## src/rtl/alu_flags_pkg.sv

```systemverilog
package alu_flags_pkg;

  typedef enum logic [2:0] {
    OP_ADD = 3'd0,
    OP_ADC = 3'd1,
    OP_SUB = 3'd2,
    OP_SBB = 3'd3,
    OP_AND = 3'd4,
    OP_OR  = 3'd5,
    OP_XOR = 3'd6,
    OP_CMP = 3'd7
  } alu_op_e;

  typedef enum logic [1:0] {
    SZ_BYTE = 2'd0,
    SZ_HALF = 2'd1,
    SZ_WORD = 2'd2,
    SZ_WIDE = 2'd3
  } op_size_e;

  // Bit positions inside the 16-bit flags word.
  localparam int FB_CF = 0;
  localparam int FB_ONE = 1;
  localparam int FB_PF = 2;
  localparam int FB_AF = 4;
  localparam int FB_ZF = 6;
  localparam int FB_SF = 7;
  localparam int FB_TF = 8;
  localparam int FB_IF = 9;
  localparam int FB_DF = 10;
  localparam int FB_OF = 11;
  localparam int FLAGS_W = 16;
  localparam int CTL_N = 3;
  localparam int CTL_BASE = FB_TF;

  typedef struct packed {
    logic of;
    logic sf;
    logic zf;
    logic af;
    logic pf;
    logic cf;
  } status_t;

  function automatic logic op_is_logic(input logic [2:0] op);
    return op == OP_AND || op == OP_OR || op == OP_XOR;
  endfunction

endpackage

```

## src/rtl/flag_arith.sv

```systemverilog
module flag_arith
  import alu_flags_pkg::*;
#(
  parameter int DATA_W = 32
) (
  input  logic [DATA_W-1:0] a,
  input  logic [DATA_W-1:0] b,
  input  logic              cin,
  input  logic [2:0]        op,
  input  logic [1:0]        size,
  input  logic              af_prev,
  output logic [DATA_W-1:0] result,
  output status_t           st
);
  localparam int IDX_W = $clog2(DATA_W + 1);
  localparam int W_BYTE = 8;
  localparam int W_HALF = 16;

  logic [DATA_W-1:0] mask;
  logic [IDX_W-1:0]  msb;
  logic [IDX_W-1:0]  cidx;
  logic [DATA_W-1:0] a_m, b_m, lres, ares;
  logic [DATA_W:0]   ext, cin_ext;
  logic              is_sub, is_logic;
  logic              sa, sb, sr;

  always_comb begin
    case (op_size_e'(size))
      SZ_BYTE: begin
        mask = DATA_W'({W_BYTE{1'b1}});
        msb  = IDX_W'(W_BYTE - 1);
      end
      SZ_HALF: begin
        mask = DATA_W'({W_HALF{1'b1}});
        msb  = IDX_W'(W_HALF - 1);
      end
      default: begin
        mask = '1;
        msb  = IDX_W'(DATA_W - 1);
      end
    endcase
    cidx = msb + IDX_W'(1);
  end

  always_comb begin
    a_m      = a & mask;
    b_m      = b & mask;
    is_sub   = (op == OP_SUB) || (op == OP_SBB) || (op == OP_CMP);
    is_logic = op_is_logic(op);
    cin_ext  = (DATA_W+1)'(cin & ((op == OP_ADC) || (op == OP_SBB)));
    if (is_sub) ext = {1'b0, a_m} - {1'b0, b_m} - cin_ext;
    else        ext = {1'b0, a_m} + {1'b0, b_m} + cin_ext;
    ares = ext[DATA_W-1:0] & mask;
    case (alu_op_e'(op))
      OP_AND:  lres = a_m & b_m;
      OP_OR:   lres = a_m | b_m;
      OP_XOR:  lres = a_m ^ b_m;
      default: lres = '0;
    endcase
    result = is_logic ? lres : ares;
  end

  always_comb begin
    sa = a_m[msb];
    sb = b_m[msb];
    sr = result[msb];
    st.sf = sr;
    st.zf = (result == '0);
    st.pf = ~^result[7:0];
    if (is_logic) begin
      st.cf = 1'b0;
      st.of = 1'b0;
      st.af = af_prev;
    end else begin
      st.cf = ext[cidx];
      st.af = a_m[4] ^ b_m[4] ^ ext[4];
      if (is_sub) st.of = (sa != sb) && (sr != sa);
      else        st.of = (sa == sb) && (sr != sa);
    end
  end

endmodule

```

## src/rtl/flag_cond.sv

```systemverilog
module flag_cond
  import alu_flags_pkg::*;
(
  input  logic [FLAGS_W-1:0] flags,
  input  logic [3:0]         code,
  output logic               hit
);
  logic       lt;
  logic [7:0] base;

  always_comb begin
    lt = flags[FB_SF] ^ flags[FB_OF];
    base[0] = flags[FB_ZF];
    base[1] = lt;
    base[2] = flags[FB_ZF] | lt;
    base[3] = flags[FB_CF];
    base[4] = flags[FB_CF] | flags[FB_ZF];
    base[5] = flags[FB_SF];
    base[6] = flags[FB_OF];
    base[7] = flags[FB_PF];
    hit = base[code[3:1]] ^ code[0];
  end

endmodule

```

## src/rtl/alu_status_flags.sv

```systemverilog
module alu_status_flags
  import alu_flags_pkg::*;
#(
  parameter int DATA_W = 32
) (
  input  logic              clk,
  input  logic              rst_n,
  input  logic              in_valid,
  output logic              in_ready,
  input  logic [DATA_W-1:0] op_a,
  input  logic [DATA_W-1:0] op_b,
  input  logic              carry_in,
  input  logic [2:0]        op_code,
  input  logic [1:0]        op_size,
  input  logic              flag_upd_en,
  input  logic [2:0]        ctl_set,
  input  logic [2:0]        ctl_clr,
  output logic              out_valid,
  input  logic              out_ready,
  output logic [DATA_W-1:0] out_result,
  output logic              out_wr,
  output logic [15:0]       flags,
  input  logic [3:0]        cond_code,
  output logic              cond_true
);
  logic              accept;
  logic [DATA_W-1:0] calc_res;
  status_t           calc_st, stat_q;
  logic [CTL_N-1:0]  ctl_q;
  logic [FLAGS_W-1:0] flags_w;

  assign in_ready = !out_valid || out_ready;
  assign accept   = in_valid && in_ready;

  flag_arith #(.DATA_W(DATA_W)) i_arith (
    .a       (op_a),
    .b       (op_b),
    .cin     (carry_in),
    .op      (op_code),
    .size    (op_size),
    .af_prev (stat_q.af),
    .result  (calc_res),
    .st      (calc_st)
  );

  // Output register of the result stream.
  always_ff @(posedge clk) begin
    if (!rst_n) begin
      out_valid  <= 1'b0;
      out_result <= '0;
      out_wr     <= 1'b0;
    end else if (accept) begin
      out_valid  <= 1'b1;
      out_result <= calc_res;
      out_wr     <= (op_code != OP_CMP);
    end else if (out_ready) begin
      out_valid  <= 1'b0;
    end
  end

  // Status flags follow accepted operations when enabled.
  always_ff @(posedge clk) begin
    if (!rst_n)                    stat_q <= '0;
    else if (accept && flag_upd_en) stat_q <= calc_st;
  end

  // Control flags: explicit commands only, clear dominates.
  generate
    for (genvar gi = 0; gi < CTL_N; gi++) begin : g_ctl
      always_ff @(posedge clk) begin
        if (!rst_n)             ctl_q[gi] <= 1'b0;
        else if (ctl_clr[gi])   ctl_q[gi] <= 1'b0;
        else if (ctl_set[gi])   ctl_q[gi] <= 1'b1;
      end
    end
  endgenerate

  always_comb begin
    flags_w         = '0;
    flags_w[FB_ONE] = 1'b1;
    flags_w[FB_CF]  = stat_q.cf;
    flags_w[FB_PF]  = stat_q.pf;
    flags_w[FB_AF]  = stat_q.af;
    flags_w[FB_ZF]  = stat_q.zf;
    flags_w[FB_SF]  = stat_q.sf;
    flags_w[FB_OF]  = stat_q.of;
    flags_w[CTL_BASE +: CTL_N] = ctl_q;
  end
  assign flags = flags_w;

  flag_cond i_cond (
    .flags (flags_w),
    .code  (cond_code),
    .hit   (cond_true)
  );

  // control bits move only under a command.
  assert_ctl_only_cmd_R12: assert property (@(posedge clk) disable iff (!rst_n)
    (ctl_set == '0 && ctl_clr == '0) |=> $stable(flags[FB_DF:FB_TF]));

  // a clear command always leaves its bit low.
  assert_clr_wins_R12: assert property (@(posedge clk) disable iff (!rst_n)
    (ctl_clr != '0) |=> ((flags[FB_DF:FB_TF] & $past(ctl_clr)) == '0));

  // status holds unless an enabled operation is taken.
  assert_status_hold_R11: assert property (@(posedge clk) disable iff (!rst_n)
    !(accept && flag_upd_en) |=>
      $stable({flags[FB_OF], flags[FB_SF], flags[FB_ZF], flags[FB_AF], flags[FB_PF], flags[FB_CF]}));

  // stalled output is held.
  assert_stall_hold_R13: assert property (@(posedge clk) disable iff (!rst_n)
    (out_valid && !out_ready) |=> (out_valid && $stable(out_result) && $stable(out_wr)));

  // logical operations leave carry and overflow clear.
  assert_logic_clear_R9: assert property (@(posedge clk) disable iff (!rst_n)
    (accept && flag_upd_en && op_is_logic(op_code)) |=> (!flags[FB_CF] && !flags[FB_OF]));

  // zero and parity agree with the presented result.
  assert_zero_parity_R5: assert property (@(posedge clk) disable iff (!rst_n)
    (accept && flag_upd_en) |=>
      (flags[FB_ZF] == (out_result == '0)) && (flags[FB_PF] == ~^out_result[7:0]));

  // compare never requests a write.
  assert_cmp_no_wr_R10: assert property (@(posedge clk) disable iff (!rst_n)
    (accept && op_code == OP_CMP) |=> !out_wr);

endmodule

```

## config.mk

```make
export PLATFORM = sky130hd
export DESIGN_NAME = alu_status_flags
export DESIGN_NICKNAME = d
export VERILOG_FILES = /design/src/rtl/alu_flags_pkg.sv /design/src/rtl/flag_arith.sv /design/src/rtl/flag_cond.sv /design/src/rtl/alu_status_flags.sv
export SDC_FILE = /design/constraint.sdc
export NUM_CORES = 1
export LEC_CHECK = 0
export CORE_MARGIN = 8
export CORE_UTILIZATION = 61
export CTS_CLUSTER_SIZE = 24
export DETAILED_ROUTE_END_ITERATION = 8
export DONT_BUFFER_PORTS = 1
export PLACE_DENSITY_LB_ADDON = 0.12
export SETUP_SLACK_MARGIN = 0.3
export SKIP_CTS_REPAIR_TIMING = 1
export SYNTH_ARGS = -nofsm -noshare
export SYNTH_HDL_FRONTEND = slang
export SYNTH_SLANG_ARGS = --single-unit
```

## constraint.sdc

```tcl
create_clock -name clk -period 4.7 [get_ports clk]
set_input_delay 0.47 -clock clk [delete_from_list [all_inputs] [get_ports clk]]
set_output_delay 0.47 -clock clk [all_outputs]
set_load 0.05 [all_outputs]
```

== Word-level counts from Yosys, hierarchy flattened ==
Index checks and enable logic that the tools add are counted.
Widths: inputs -> output; s select.

* Memory bits (writable): 0
* Logic and storage cells: 86
* Memories: 0
* Bits in latches: 0
* Memory bits (read-only): 0
* Register bits after elaboration: 43

* Reduce and logical (&&, ||, !) cells: 19
* Add/sub/neg operators: 5
* Multiply operators: 0
* Divide/modulo/power cells: 0
* Equality and inequality tests: 12
* Shift operators: 0
* Mux-type cells: 20
* Bitwise operators: 15
* $lt $le $gt $ge: 3

{| class="wikitable"
|+ Operators with widths
! kind !! count
|-
| $and 32x32->32 || 4
|-
| $pmux 32 s3 || 1
|-
| $pmux 32 s2 || 1
|-
| $add 32x32->33 || 1
|-
| $add 33x33->33 || 1
|-
| $mux 33 || 1
|-
| $sub 32x32->33 || 1
|-
| $sub 33x33->33 || 1
|-
| $logic_not 32->1 || 1
|-
| $mux 32 || 1
|-
| $or 32x32->32 || 1
|-
| $xor 32x32->32 || 1
|-
| $bmux 1 s5 || 3
|-
| $eq 3x3->1 const B || 4
|-
| $mux 1 || 10
|-
| $pmux 5 s2 || 1
|-
| $reduce_xnor 8->1 || 1
|-
| $lt 6x7->1 const B || 1
|-
| $add 5x1->6 const B || 1
|-
| $bmux 1 s6 || 1
|-
| $eq 3x2->1 const B || 2
|-
| $logic_or 1x1->1 || 6
|-
| $lt 5x6->1 const B || 1
|-
| $reduce_or 2->1 || 3
|-
| other kinds (16) || 25
|}

== Depth between registers and ports, before layout ==
* Depth after elaboration: 14
* Mapped depth: 23
* Mapped depth without buffers: 22

== By module ==
From an unflattened synthesis, not the netlist that was laid out.

* Cells, all modules: 1250
* Area, all modules: 8483.1 sq um

{| class="wikitable"
|+ By module, submodules not included
! module !! times used !! area an instance (sq um) !! sequential area each (sq um) !! cells each
|-
| flag_arith || 1 || 6711.4 || 0.0 || 1037
|-
| alu_status_flags || 1 || 1680.4 || 860.8 || 200
|-
| flag_cond || 1 || 91.3 || 0.0 || 13
|}

== Worst setup path after synthesis ==
Ideal clock, no wire load.

* Path type: in2reg
* From: in op_code[0]
* To: reg stat_q, in the netlist flags[6]
* Stages on the path: 20
* Setup slack: -41 ps
* Data required time: 4615 ps
* Arrival: 4656 ps
* Setup time: 85 ps
* Cells stage by stage: clkbuf_1 -> buf_1 -> nand3_1 -> fa_1 -> ha_1 -> or4_4 -> o22ai_4 -> o21ai_0 -> xor2_1 -> nor2_1 -> a221o_1 -> ha_1 -> and4_1 -> nand3_1 -> a2111oi_0 -> nand4_1 -> nor4_1 -> nand4_1 -> or4_4 -> o31ai_2

* Longest elaborated chain between the ends: 8

{| class="wikitable"
|+ RTL lines
! item !! line !! RTL
|-
| start: declaration || alu_status_flags.sv:13 || <nowiki>input logic [2:0] op_code,</nowiki>
|-
| $eq 3x1->1 or $eq 3x2->1 (tied branches) || flag_arith.sv:50, flag_arith.sv:48 ||
|-
| $logic_or 1x1->1 || flag_arith.sv:50 || <nowiki>cin_ext = (DATA_W+1)'(cin & ((op == OP_ADC) || (op == OP_SBB)));</nowiki>
|-
| $and 1x1->1 || flag_arith.sv:50 ||
|-
| $add 33x33->33 or $sub 33x33->33 (tied branches) || flag_arith.sv:52, flag_arith.sv:51 ||
|-
| $mux 33 || flag_arith.sv:51 || <nowiki>if (is_sub) ext = {1'b0, a_m} - {1'b0, b_m} - cin_ext;</nowiki>
|-
| $and 32x32->32 || flag_arith.sv:53 || <nowiki>ares = ext[DATA_W-1:0] & mask;</nowiki>
|-
| $mux 32 * || flag_arith.sv:60 || <nowiki>result = is_logic ? lres : ares;</nowiki>
|-
| $logic_not 32->1 * || flag_arith.sv:68 || <nowiki>st.zf = (result == '0);</nowiki>
|-
| end signal: assignment || alu_status_flags.sv:64 || <nowiki>else if (accept && flag_upd_en) stat_q <= calc_st;</nowiki>
|-
| end: declaration || alu_status_flags.sv:28 || <nowiki>status_t calc_st, stat_q;</nowiki>
|}

Mark *: on every way between the ends. The rest lies on a longest branch, timed or not.
A chain may end at the register's enable or synchronous reset.

== Worst setup path in the final report ==
* From: in op_code[2]
* To: reg stat_q, in the netlist flags[6]

Same word-level chain as after synthesis.

==> run metrics <==
Max stage delay on crit path 530 ps; vias in the first global route 7804; drt drc 0; Layout Cells excl Fill 1295; Crit. Startpoint op_code[2]; Layout fillers 1261; Achievable Freq 238.0 MHz; core area 13190 um2; Detailed Routing Iterations Pass 1 5; startpoint types input port; Mapped Area 8172 um2; distinct cell type count after synthesis 79; worst setup margin 497.8 ps; worst path bufs/invs 2; Area growth syn-to-layout 5.129%; WHS Endpoint flags[8]; area of the multi-input gates 6665 um2; Clock Skew 5.456 ps; initial antenna violation count 0; FF-to-FF Start out_valid; Final Util 65.13%; Slew Limit Headroom 25.86%; register area share after synthesis 10.53%; Final Critical Period 4202 ps; ys async rst share 0%; Tot GR Track Use 27.32%; critical path data required time 4900 ps; R2R Path End flags[6]; I/O Pins 137; top_reg_cell synth dfxtp_1; Power Dens Cells 243.3 nW/um2; setup TNS 0 ps; Root Driver clkbuf_16; post-route ant nets 0; TritonCTS Buffers 5; WL final 24790 um; worst hold-check path type input port to register; hold_ws 258.1 ps; CP endpoint kind register; Crit path arrival time 4400 ps; post-detail-place hpwl 19840 um; RSZ-0062 raised after global routing no; Seq. cell area 860.8 um2; Initial DRC Count 826; flop-to-flop setup slack 1590 ps; outcome completed; worst-path cell chain inv_1 -> nand3_1 -> fa_2 -> fa_2 -> nor2b_2 -> o211ai_1 -> buf_4 -> a211oi_1 -> o21ai_0 -> xnor2_1 -> a22oi_1 -> o21ai_0 -> nor4_1 -> nand4_1 -> or4_4 -> o31ai_2; fin. max-slew vios 0; VDD IR max 0.0001431 V; EDFF count, synth 0; Slew @ Worst Pin 1104 ps; Worst-Skew Late Latency 280 ps; Max-Cap Viols 0; Setup WS pre-CTS -12.57 ps; Port Buf Inserts 0; largest net degree at the start of global routing 46; grt total ovfl 0; Min-Delay Startpoint ctl_clr[0]; Die Ht 131.7 um; Longest Clk Path Bufs 2; Syn. warnings 0; worst reg2reg path depth 10; leakage 4.127 nW; CTS H-tree lvls 2; WS Path Type input port to register; die area 17360 um2; vias per inst 6.368; Seq cells post-synth 43; TritonCTS Sinks 43; TritonCTS clock tree done; CP max-delay cell a211oi_1; Cell Count Post-Placement 1283; ant diodes 0; Initial Util 61.95%; Syn Inst Count 1140; most common cell after layout, fill and taps aside nand2_1; worst hold stages 1; Rows 42; proportion of layout cells with a drive suffix above 1 6.702%; clk slew on worst S/H paths 60 ps; die width 131.7 um; first-pass GRT wire length 39900 um; WL/cell 19.14 um; Final #Nets 1337; critical path fanouts, max 30; CP top delay family compound AO/OA/AOI/OAI gates; Hold Violations, Final 0; Avg Cell Area, Syn 7.168 um2; final setup fails 0; routability cong. 0.9792; vias 8246; commonest cells after routing, fill and taps aside nand2_1, ha_1, inv_1; final clock period utilization by the worst path 89.41%
## where the power goes
part / leakage (nW) / total (mW) / switching [mW] / internal [mW]
clock: 0.0669 / 0.331 / 0.135 / 0.196
sequential: 0.355 / 0.537 / 0.139 / 0.397
combinational: 3.71 / 1.22 / 0.717 / 0.505
total: 4.13 / 2.09 / 0.992 / 1.10
## state kept, by name (all words and copies together) (netlist names)
register,cells
out_wr,1
out_valid,1
out_result,32
flags,9
## worst max-delay path by stage
stage	cells after the start	to
after floorplan	18	flags[6]
after global placement	16	flags[6]
after detailed placement	16	flags[6]
after CTS	16	flags[6]
after global routing	19	flags[6]
final	16	flags[6]
## metal layers
layer	wire, um	vias to the layer above	global-route usage [%]
li1	-	3973	-
met1	10680	3804	36.34
met2	10770	428	43.46
met3	2733	41	5.716
met4	606	0	7.977
met5	0	-	0
## logic make-up after synthesis
logic type / after synthesis / share of synthesized area, %
flops: 43 / 10.53
simple gates: 361 / 20.98
other cells: 2 / 0.09190
buf+inv: 181 / 8.789
fa+ha+maj: 134 / 20.89
mux: 42 / 5.481
compound gates: 321 / 27.24
xor+xnor: 56 / 6.002
## stage by stage
step	instance area, um2	total power [mW]
floorplan	8209	1.456
global placement	8372	1.702
detailed placement	8372	1.716
CTS	8513	2.045
global route	8591	2.223
finish	8591	2.091
## area by class of cell
cell class	instances	share of cell area [%]
Tap cell	176	2.563
Clock buffer	6	1.500
Inverter	110	4.806
Timing Repair Buffer	37	3.379
Sequential cell	43	10.02
Multi-Input combinational cell	921	77.59
Clock inverter	2	0.1456
## cell usage after synthesis (8+ instances only)
cell        n  share of area (%)
nor3_1     15               0.92
and3_1     10               0.77
a211oi_1    9               0.83
o22ai_1    22                1.7
a21oi_1    76                4.7
and2_1     25                1.9
buf_4       8               0.73
xnor2_1    35                3.8
o211ai_1   13                1.2
nor3b_1    14                1.3
nand3_1    23                1.4
clkbuf_1   58                2.7
o21ai_0    51                3.1
o211a_1    18                2.2
xor2_1     21                2.3
ha_1      130                 20
mux2i_1    38                4.7
dfxtp_1    43                 11
o31ai_1     8               0.73
a21o_1     19                1.7
inv_1     109                5.0
nand4_1    16                1.2
nor2_1     85                3.9
a31oi_1     9               0.69
nand2_1   133                6.1
nor2b_1     9               0.69
a22oi_1     9               0.83
## worst reg2reg max path: cells and delay by family (launching register included)
| kind | cells | cell delay (ps) |
|---|---|---|
| AND/OR/NAND/NOR | 8 | 2190 |
| flip-flops | 1 | 470 |
| AO/OA/AOI/OAI | 2 | 390 |
Note: power is estimated with default switching activity, not from simulation.
